[src/rtl/nmg_pkg.sv]
package nmg_pkg;

    typedef enum logic [1:0] {
        SRC_NONE  = 2'd0,
        SRC_MASK  = 2'd1,
        SRC_NMASK = 2'd2
    } src_kind_e;

endpackage

[src/rtl/nmg_edge_det.sv]
module nmg_edge_det #(
    parameter logic RESET_LEVEL = 1'b1
) (
    input  logic clk,
    input  logic rst_n,
    input  logic pin_i,
    output logic rise_o
);

    typedef struct packed {
        logic lvl;
    } st_t;

    st_t st_d, st_q;

    always_comb begin
        st_d     = st_q;
        st_d.lvl = pin_i;
        rise_o   = pin_i & ~st_q.lvl;
    end

    always_ff @(posedge clk) begin
        if (!rst_n) begin
            st_q.lvl <= RESET_LEVEL;
        end else begin
            st_q <= st_d;
        end
    end

endmodule

[src/rtl/nmg_pending.sv]
module nmg_pending (
    input  logic clk,
    input  logic rst_n,
    input  logic set_i,
    input  logic clr_i,
    output logic pend_o
);

    typedef struct packed {
        logic pend;
    } st_t;

    st_t st_d, st_q;

    always_comb begin
        st_d      = st_q;
        // a new edge wins over a clear in the same cycle
        st_d.pend = set_i | (st_q.pend & ~clr_i);
        pend_o    = st_q.pend;
    end

    always_ff @(posedge clk) begin
        if (!rst_n) begin
            st_q.pend <= 1'b0;
        end else begin
            st_q <= st_d;
        end
    end

endmodule

[src/rtl/nmg_arbiter.sv]
module nmg_arbiter
    import nmg_pkg::*;
#(
    parameter int SRC_W = 3
) (
    input  logic             nm_pend_i,
    input  logic             mreq_valid_i,
    input  logic [SRC_W-1:0] mreq_id_i,
    input  logic             flag_i,
    output src_kind_e        kind_o,
    output logic [SRC_W-1:0] id_o
);

    always_comb begin
        kind_o = SRC_NONE;
        id_o   = '0;
        if (nm_pend_i) begin
            kind_o = SRC_NMASK;
        end else if (mreq_valid_i && flag_i) begin
            kind_o = SRC_MASK;
            id_o   = mreq_id_i;
        end
    end

endmodule

[src/rtl/nonmask_irq_gate.sv]
module nonmask_irq_gate
    import nmg_pkg::*;
#(
    parameter int   NUM_SRC       = 8,
    parameter logic PIN_RST_LEVEL = 1'b1,
    localparam int  SRC_W         = (NUM_SRC > 1) ? $clog2(NUM_SRC) : 1
) (
    input  logic             clk,
    input  logic             rst_n,
    input  logic             nmask_pin_i,
    input  logic             mreq_valid_i,
    input  logic [SRC_W-1:0] mreq_id_i,
    input  logic             flag_i,
    input  logic             ack_i,
    output logic             irq_o,
    output logic             sel_nmask_o,
    output logic [SRC_W-1:0] sel_id_o,
    output logic             flag_clr_o,
    output logic             taken_nmask_o,
    output logic [SRC_W-1:0] taken_id_o
);

    logic      pin_rise;
    logic      nm_pend;
    logic      nm_clr;
    logic      taken;
    src_kind_e kind;

    typedef struct packed {
        logic             flag_clr;
        logic             t_nmask;
        logic [SRC_W-1:0] t_id;
    } st_t;

    st_t st_d, st_q;

    nmg_edge_det #(
        .RESET_LEVEL (PIN_RST_LEVEL)
    ) u_edge (
        .clk    (clk),
        .rst_n  (rst_n),
        .pin_i  (nmask_pin_i),
        .rise_o (pin_rise)
    );

    nmg_pending u_pend (
        .clk    (clk),
        .rst_n  (rst_n),
        .set_i  (pin_rise),
        .clr_i  (nm_clr),
        .pend_o (nm_pend)
    );

    nmg_arbiter #(
        .SRC_W (SRC_W)
    ) u_arb (
        .nm_pend_i    (nm_pend),
        .mreq_valid_i (mreq_valid_i),
        .mreq_id_i    (mreq_id_i),
        .flag_i       (flag_i),
        .kind_o       (kind),
        .id_o         (sel_id_o)
    );

    always_comb begin
        irq_o       = (kind != SRC_NONE);
        sel_nmask_o = (kind == SRC_NMASK);
        taken       = ack_i & irq_o;
        nm_clr      = taken & sel_nmask_o;

        st_d          = st_q;
        st_d.flag_clr = taken;
        if (taken) begin
            st_d.t_nmask = sel_nmask_o;
            st_d.t_id    = sel_id_o;
        end
    end

    always_ff @(posedge clk) begin
        if (!rst_n) begin
            st_q.flag_clr <= 1'b0;
            st_q.t_nmask  <= 1'b0;
            st_q.t_id     <= '0;
        end else begin
            st_q <= st_d;
        end
    end

    assign flag_clr_o    = st_q.flag_clr;
    assign taken_nmask_o = st_q.t_nmask;
    assign taken_id_o    = st_q.t_id;

endmodule

[config.mk]
export PLATFORM = sky130hd
export DESIGN_NAME = nonmask_irq_gate
export DESIGN_NICKNAME = d
export VERILOG_FILES = /design/src/rtl/nmg_pkg.sv /design/src/rtl/nmg_edge_det.sv /design/src/rtl/nmg_pending.sv /design/src/rtl/nmg_arbiter.sv /design/src/rtl/nonmask_irq_gate.sv
export SDC_FILE = /design/constraint.sdc
export NUM_CORES = 1
export LEC_CHECK = 0
export CORE_AREA = 2 2 39 41
export DETAILED_ROUTE_END_ITERATION = 10
export DIE_AREA = 0 0 41 43
export DONT_BUFFER_PORTS = 1
export HOLD_SLACK_MARGIN = 0.06
export PLACE_DENSITY_LB_ADDON = 0.08
export SYNTH_ARGS = -nofsm -noshare
export SYNTH_HDL_FRONTEND = slang
export SYNTH_HIERARCHICAL = 1
export SYNTH_SLANG_ARGS = --single-unit
[constraint.sdc]
create_clock -name clk -period 1.65 [get_ports clk]
set_input_delay 0.165 -clock clk [delete_from_list [all_inputs] [get_ports clk]]
set_output_delay 0.165 -clock clk [all_outputs]
set_load 0.02 [all_outputs]
==> results of run 1 <==
==> registers in the layout (all words and copies together), names as in the netlist <==
name	cells
u_pend/pend_o	1
u_edge/st_q	1
taken_nmask_o	1
taken_id_o	3
flag_clr_o	1
==> per-stage QoR <==
| step | instance area, um^2 | util (%) | worst slack, ps |
|---|---|---|---|
| after detailed placement | 359.1 | 25.95 | 494.3 |
| final | 425.4 | 30.74 | 312.9 |
| after CTS | 415.4 | 30.02 | 314.5 |
| after global placement | 359.1 | 25.95 | 530.4 |
| after floorplan | 331.6 | - | 307.3 |
| after global routing | 425.4 | 30.74 | 282.3 |
==> timing repair <==
| action | 4_1_cts | 5_1_grt |
|---|---|---|
| endpoints found under the setup margin | 0 | 0 |
| buffers inserted | 0 | 0 |
| hold buffers | 3 | 1 |
| hold endpoints to repair | 6 | 1 |
==> layout make-up <==
cell class / instances / area [um^2]
sequential: 7 / 140.1
timing repair buffer: 6 / 55.05
tap: 16 / 20.02
fill: 151 / 958.4
clock buffer: 4 / 26.28
inverter: 1 / 3.754
multi-input combinational: 24 / 180.2
==> critical path: stages <==
cell,delay [ps]
dlygate4sd3_1,680
nand2b_1,80
dlygate4sd3_1,550
==> kinds of logic (layout without fill, tap and decap cells) <==
logic type / count (synthesis) / count (layout) / synth area share (%)
simple gates: 17 / 17 / 36.61
flops: 7 / 7 / 42.26
compound gates: 4 / 4 / 8.680
mux: 3 / 3 / 9.057
buf+inv: 2 / 11 / 3.396
==> routing by layer <==
metal / up-vias / GRT usage, %
met4: 0 / 4.000
met3: 0 / 11.52
met1: 114 / 12.50
met2: 16 / 11.25
met5: - / 0
li1: 132 / -
==> synth_stat cells <==
master,instances
and4b_1,3
o21ai_2,1
nor2_1,1
dfxtp_1,7
nand2_1,6
nand2b_1,1
o21a_1,1
and2_1,1
a211oi_1,1
a21oi_1,1
buf_4,1
and3b_2,1
mux2i_1,3
inv_2,1
or2_1,1
nor2b_4,2
nor2b_2,1
==> power groups by stage <==
| stage | combinational, mW | clock (mW) | sequential [mW] |
|---|---|---|---|
| final | 0.0511 | 0.161 | 0.182 |
| after global routing | 0.0551 | 0.185 | 0.182 |
| after CTS | 0.0499 | 0.171 | 0.182 |
| after detailed placement | 0.0420 | 0 | 0.185 |
| after global placement | 0.0414 | 0 | 0.185 |
| after floorplan | 0.0353 | 0 | 0.185 |
==> final timing paths <==
kind                           endpoint  cells after the start                      from
max              u_edge/st_q$_SDFF_PN1_                      3                     rst_n
min          taken_id_o[1]$_SDFFE_PN0P_                      2                     rst_n
max reg2reg  taken_id_o[2]$_SDFFE_PN0P_                      4  u_pend/pend_o$_SDFF_PN0_
min reg2reg    u_pend/pend_o$_SDFF_PN0_                      2    u_edge/st_q$_SDFF_PN1_
==> impl_metrics.tcl, run 1 <==
set metrics [dict create \
    status "complete, no violations" \
    synth_area_leaders "dfxtp_1 (42%), and4b_1 (9.1%), mux2i_1 (9.1%)" \
    relSlewSlack_pct 82.71 \
    fin_crit_ps 1337 \
    synth_nets 42 \
    ioPinCount 19 \
    via_per_inst 4.517 \
    power_density_nw_per_um2 925.7 \
    internal_power_mw 0.2923 \
    worst_slew_pin_slew_ps 259.2 \
    required_ps 1790 \
    seq_area_frac_synth_pct 42.26 \
    wl_um 741 \
    max_cap_violations 0 \
    worstPathArrival_ps 1480 \
    syn_to_final_growth_pct 28.30 \
    p_total_mw 0.3938 \
    p_clk_share_pct 40.9 \
    rsz0062_at_grt "no" \
    netlist_area_um2 331.6 \
    power.leakage_nw 0.1856 \
    clk_latency_ps 250 \
    grt_first_pass_wirelength_mm 1.159 \
    tritoncts "yes" \
    cts_buffers 3 \
    dr.pass1.iters 2 \
    crit_fanout 6 \
    chipWidth_um 41 \
    root_buffer "clkbuf_4" \
    via_count 262 \
    drtIter0Drc 2 \
    cts_buffer_depth 2 \
    r2r_setup_slack_ps 490 \
    tns_ps 0 \
    first_global_vias 258 \
    fin_nets 52 \
    yosysWarnings 6 \
    synth_cells 33 \
    path_clk_slew_ps 60 \
    p_sw_mw 0.1015 \
    grt-ovfl-total 0 \
    yosys.area.top_type "dfxtp_1" \
    die_height_um 43 \
    postSynthAreaPerCell_um2 10.05 \
    switching_share_pct 25.77 \
    synth_cell_types 17 \
    dp_cells 50 \
    postRouteAntennaNets 0 \
    fmax_mhz 747.9 \
    htree_levels 1 \
    dr.max_layer_used "met3" \
    fin_worst_skew_ps 2.397 \
    rows 14 \
    synth_seq_cells 7 \
    die_area_um2 1763 \
    final_cell_mix "dfxtp_1 (7), nand2_1 (6), dlygate4sd3_1 (4)" \
    m1WireLength_um 355 \
    routabilityCongestion 0.5734 \
    grt_max_degree 9 \
    start_util_pct 23.96 \
    clock-sinks 7 \
    antenna_found_initial 0 \
    seqPwrFrac_pct 46.1 \
    irDropWorstVdd_v 0.0002816 \
    coreArea_um2 1384 \
    wl_met3_um 86 \
    critical_path_class "in2reg" \
    worstSetupStartpointType "input pin" \
    p_comb_share_pct 13.0 \
    drc 0 \
    hold_violations 0 \
    numPortBuffers 0 \
    fin_cells 58 \
    worstHoldPathType "in2reg" \
    grtUsageTotal_pct 10.33 \
    synth_top_area_share_pct 42.26 \
    cp-end-kind "flop" \
    cts_resized 0 \
    diodes 0 \
    holdWs_ps 70.01 \
    mostFrequentLayoutCell "dfxtp_1" \
    final_layout_size_suffix_gt1_share_pct 26.19 \
    finalSetupViolCount 0 \
    drv_slew 0 \
    wl_per_cell_um 12.78 \
    period_share_pct 81.04 \
    wl_met2_um 299 \
]
(Power assumes the default switching activity.)
==> inputs of run 2 (changes only) <==
==> constraint.sdc (replaced) <==
create_clock -name clk -period 1.1 [get_ports clk]
set_input_delay 0.11 -clock clk [delete_from_list [all_inputs] [get_ports clk]]
set_output_delay 0.11 -clock clk [all_outputs]
set_load 0.02 [all_outputs]
==> run 2 against run 1 <==
Effect of this change: the run now ends with negative setup slack left; register-to-register slack got worse by 570 ps; worst hold slack improved by 3.5 ps; highest routed layer unchanged; clock skew decreased by 1.9 ps; die area unchanged; clock power increased by 44%; largest power group unchanged; non-clock buffer count increased by 7; utilization increased by 6.4 points.
==> impl_metrics.tcl, run 2 (synthesized netlist as in run 1, its figures left out) <==
set metrics [dict create \
    status "complete, but fails checks" \
    violations "negative setup slack" \
    drtIter0Drc 10 \
    power.leakage_nw 0.2342 \
    die_height_um 43 \
    clk_latency_ps 250 \
    max_cap_violations 0 \
    irDropWorstVdd_v 0.0005749 \
    htree_levels 1 \
    grtUsageTotal_pct 10.65 \
    grt-ovfl-total 0 \
    dr.pass1.iters 4 \
    coreArea_um2 1384 \
    power_density_nw_per_um2 1193 \
    required_ps 990 \
    tritoncts "yes" \
    wl_per_cell_um 11.51 \
    final_layout_size_suffix_gt1_share_pct 42.86 \
    drc 0 \
    worst_slew_pin_slew_ps 327.5 \
    die_area_um2 1763 \
    path_cells "and3b_2, nor2b_4, buf_6, buf_6" \
    antenna_found_initial 0 \
    grt_first_pass_wirelength_mm 1.221 \
    path_clk_slew_ps 50 \
    slowest_delay_ps 320 \
    worstSetupStartpointType "flop" \
    routabilityCongestion 0.5947 \
    postRouteAntennaNets 0 \
    relSlewSlack_pct 78.10 \
    start_util_pct 23.96 \
    dp_slack_ps -17.65 \
    worstPathArrival_ps 1140 \
    largest_register_ffs 3 \
    numPortBuffers 0 \
    syn_to_final_growth_pct 55.09 \
    via_count 304 \
    root_buffer "clkbuf_4" \
    rows 14 \
    worstHoldPathType "in2reg" \
    critical_path_class "reg2out" \
    cts_buffers 3 \
    fmax_mhz 801.5 \
    drv_slew 0 \
    period_share_pct 113.4 \
    final_cell_mix "nand2_1 (6), dfxtp_1 (6), buf_6 (6)" \
    hold_violations 0 \
    ioPinCount 19 \
    finalSetupViolCount 9 \
    cts_buffer_depth 2 \
    fin_nets 59 \
    dpl.hpwl_um 558.1 \
    utilization_pct 37.16 \
    fin_crit_ps 1248 \
    first_global_vias 300 \
    wl_um 748 \
    crit_top_cell "buf_6" \
    clock-sinks 7 \
    via_per_inst 4.677 \
    grt_max_degree 10 \
    crit_fanout 4 \
    rsz0062_at_grt "yes" \
    diodes 0 \
    slowest_stage "dfxtp_2" \
    chipWidth_um 41 \
    fin_ws_ps -147.6 \
    cp-end-kind "output pin" \
    fin_worst_skew_ps 0.5268 \
]
-- run 2: worst paths after layout --
path / cells after the start / to / slack [ps] / from
setup reg to reg: 4 / taken_id_o[0]$_SDFFE_PN0P_ / -80 / u_pend/pend_o$_SDFF_PN0_
setup / recovery: 4 / sel_nmask_o / -150 / u_pend/pend_o$_SDFF_PN0_
hold / removal: 2 / taken_nmask_o$_SDFFE_PN0P_ / 70 / ack_i
hold reg to reg: 2 / taken_nmask_o$_SDFFE_PN0P_ / 510 / taken_nmask_o$_SDFFE_PN0P_
-- run 2: area by class of cell --
type,instances,area (um^2)
clock buffer,4,26.28
fill,145,869.6
inverter,1,3.754
multi-input combinational,24,195.2
sequential,7,141.4
tap,16,20.02
timing repair buffer,13,127.6
-- run 2: repair_timing --
action | 4_1_cts | 5_1_grt
buffers inserted | 2 | 1
gates cloned | 0 | 0
pin swaps | 1 | 0
hold endpoints to repair | 7 | 0
resized for setup | 5 | 2
hold buffers | 3 | 0
setup endpoints to repair | 7 | 9
-- run 2: stage by stage --
step / hold slack [ps] / cells / instance area (um^2) / power [mW] / TNS [ps]
after detailed placement: 187.2 / 55 / 405.4 / 0.3552 / -17.65
after CTS: 66.09 / 64 / 495.5 / 0.6190 / -793.0
after global routing: 69.99 / 65 / 514.2 / 0.6556 / -1370
final: 73.53 / 65 / 514.2 / 0.6133 / -878.5
after floorplan: 183.0 / 33 / 340.3 / 0.3349 / -120.6
after global placement: 187.8 / 55 / 405.4 / 0.3543 / -14.02
-- run 2: critical path: cells and delay by family, from the launching register on --
kind,cells,cell delay [ps]
simple gates,2,370
buf+inv,2,200
flops,1,320
-- run 2: per-layer routing --
metal  GRT usage [%]  wire [um]  up-vias
li1                -          -      147
met1           13.23        301      139
met2           13.75        355       18
met3           7.853         91        0
met4           4.000          0        0
met5               0          0        -
-- run 2: where the power goes --
part	leakage [nW]	switching (mW)	internal, mW
clock network	0.0150	0.0937	0.138
logic	0.162	0.0501	0.0594
registers	0.0574	0.00886	0.263
total	0.234	0.153	0.461
==> inputs of run 3 (changes only) <==
--- a/config.mk
+++ b/config.mk
@@ -11,7 +11,7 @@
 export DONT_BUFFER_PORTS = 1
 export HOLD_SLACK_MARGIN = 0.06
 export PLACE_DENSITY_LB_ADDON = 0.08
+export SLEW_MARGIN = 20
 export SYNTH_ARGS = -nofsm -noshare
 export SYNTH_HDL_FRONTEND = slang
-export SYNTH_HIERARCHICAL = 1
 export SYNTH_SLANG_ARGS = --single-unit
==> run 3 against run 2 <==
Effect of this change: the flow still finishes with violations (negative setup slack); global-route usage fell by 0.40 points; critical path depth fell by 2; power shrank 3.3%; final cell count fell by 1.5%; sequential cell count did not move; non-clock buffer count up 1; combinational power is 22% lower; clock power is 2% higher; sequential power about the same; largest cell class is now flip-flops and latches.
==> impl_metrics.tcl, run 3 <==
set metrics [dict create \
    postSynthAreaPerCell_um2 9.162 \
    irDropWorstVdd_v 0.0007595 \
    relSlewSlack_pct 84.70 \
    syn_to_final_growth_pct 60.35 \
    dpl.hpwl_um 537.3 \
    fmax_mhz 891.3 \
    violations "negative setup slack" \
    path_cells "and4b_1, buf_6" \
    synth-async-reset-ratio_pct 0 \
    fin_worst_skew_ps 4.018 \
    hold_violations 0 \
    p_total_mw 0.5930 \
    crit_fanout 6 \
    postRouteAntennaNets 0 \
    grt_max_degree 8 \
    synth_seq_cells 7 \
    worstHoldStart "ack_i" \
    largest_register_ffs 3 \
    start_util_pct 20.52 \
    synthFlopType "dfxtp_1" \
    drc 0 \
    power.leakage_nw 0.2113 \
    diodes 0 \
    critical_path_class "reg2out" \
    slowest_delay_ps 340 \
    cp-end-kind "output pin" \
    htree_levels 1 \
    slowest_stage "dfxtp_2" \
    clk_latency_ps 250 \
    final_layout_size_suffix_gt1_share_pct 33.33 \
    fin_ws_ps -21.92 \
    drtIter0Drc 2 \
    antenna_found_initial 0 \
    netlist_area_um2 284.0 \
    max_cap_violations 0 \
    critical_path.startpoint "u_pend.pend_o$_SDFF_PN0_" \
    routabilityCongestion 0.6826 \
    synth_most_common_cell "dfxtp_1" \
    via_count 293 \
    finalSetupViolCount 3 \
    seq_area_frac_synth_pct 49.34 \
    synth_cell_types 13 \
    cts_buffers 3 \
    wl_per_cell_um 11.41 \
    worst_slew_pin_slew_ps 229.1 \
    crit_buf_inv 1 \
    rows 14 \
    regToRegStartpoint "u_pend.pend_o$_SDFF_PN0_" \
    final_cell_mix "buf_4 (8), dfxtp_1 (6)" \
    fin_nets 58 \
    yosysWarnings 0 \
    status "complete, but fails checks" \
    path_clk_slew_ps 50 \
    chipWidth_um 41 \
    drv_slew 0 \
    synth_top_area_share_pct 49.34 \
    synth_area_leaders "dfxtp_1 (49%), and4b_1 (11%), a21boi_1 (7.9%)" \
    via_per_inst 4.578 \
    synth_edf_count 0 \
    root_buffer "clkbuf_4" \
    grt-ovfl-total 0 \
    power_density_nw_per_um2 1302 \
    rsz0062_at_grt "yes" \
    first_global_vias 276 \
    required_ps 990 \
    grtUsageTotal_pct 10.25 \
    cpLargestDelayFamily "flip-flops" \
    ioPinCount 19 \
    numPortBuffers 0 \
    yosys.area.top_type "dfxtp_1" \
    tritoncts "yes" \
    period_share_pct 102.0 \
    worstSetupStartpointType "flop" \
    dp_slack_ps 131.6 \
    dr.pass1.iters 3 \
    wl_um 730 \
    clock-sinks 7 \
    worstHoldPathType "in2reg" \
    grt_first_pass_wirelength_mm 1.104 \
    synth_nets 40 \
    die_area_um2 1763 \
    synth_cells 31 \
    worstPathArrival_ps 1010 \
    coreArea_um2 1384 \
    mostFrequentLayoutCell "buf_4" \
    cts_buffer_depth 2 \
    die_height_um 43 \
    fin_crit_ps 1122 \
]
-- run 3: cell count changes after synthesis, moves of 2 or more --
cell and delta:
nor2b_1 +2, a22oi_1 +2, inv_1 +3, a21boi_1 +3
nor2b_4 -2, o21ai_0 +3, nand2_1 -3, mux2i_1 -3
-- run 3: cells by family after synthesis --
family	count (synthesis)	synth area share (%)
AND/OR/NAND/NOR	11	25.11
AO/OA/AOI/OAI	9	20.26
flip-flops	7	49.34
buffers and inverters	4	5.285
-- run 3: layer usage --
metal | wire length (um) | share of wire (%) | GRT usage [%] | vias up
li1 | - | - | - | 143
met1 | 264 | 36 | 9.032 | 135
met2 | 371 | 51 | 13.75 | 13
met4 | 14 | 1.9 | 7.333 | 0
met5 | 0 | 0 | 0 | -
met3 | 79 | 11 | 9.948 | 2
-- run 3: worst paths after layout --
path         slack (ps)                         end  cells after the start
max                 -20                 sel_id_o[2]                      2
min                  90  taken_nmask_o$_SDFFE_PN0P_                      3
max reg2reg         130  taken_id_o[0]$_SDFFE_PN0P_                      4
min reg2reg         480  taken_id_o[0]$_SDFFE_PN0P_                      2
-- run 3: repair_timing --
action	CTS	global route
setup buffers	3	0
hold buffers	3	0
resized for setup	3	2
endpoints found under the setup margin	4	4
endpoints found under the hold margin	7	0
-- run 3: report_power, final --
part,switching (mW),total [mW],internal (mW)
registers,0.00764,0.271,0.263
clock network,0.0980,0.237,0.139
logic,0.0411,0.0854,0.0443
-- run 3: tightest hold or removal path: cells and delay by family --
kind | cells | cell delay [ps]
and+or+nand+nor | 2 | 140
AOI/OAI and AO/OA | 1 | 60
-- run 3: metrics by stage --
step | instance area (um^2) | hold slack (ps) | std cells | utilization (%) | setup TNS [ps]
2_1_floorplan | 284.0 | 183.0 | 31 | - | 0
3_3_place_gp | 360.3 | 188.8 | 54 | 26.04 | 0
3_5_place_dp | 360.3 | 187.8 | 54 | 26.04 | 0
4_1_cts | 447.9 | 97.87 | 64 | 32.37 | -61.40
5_1_grt | 455.4 | 138.5 | 64 | 32.91 | -260.9
6_report | 455.4 | 94.12 | 64 | 32.91 | -51.81
-- run 3: cell type report --
| cell class | instances | area (um^2) |
|---|---|---|
| fill | 159 | 928.4 |
| timing repair buffer | 14 | 123.9 |
| inverter | 3 | 11.26 |
| tap | 16 | 20.02 |
| multi-input combinational | 20 | 132.6 |
| clock buffer | 4 | 26.28 |
| sequential | 7 | 141.4 |
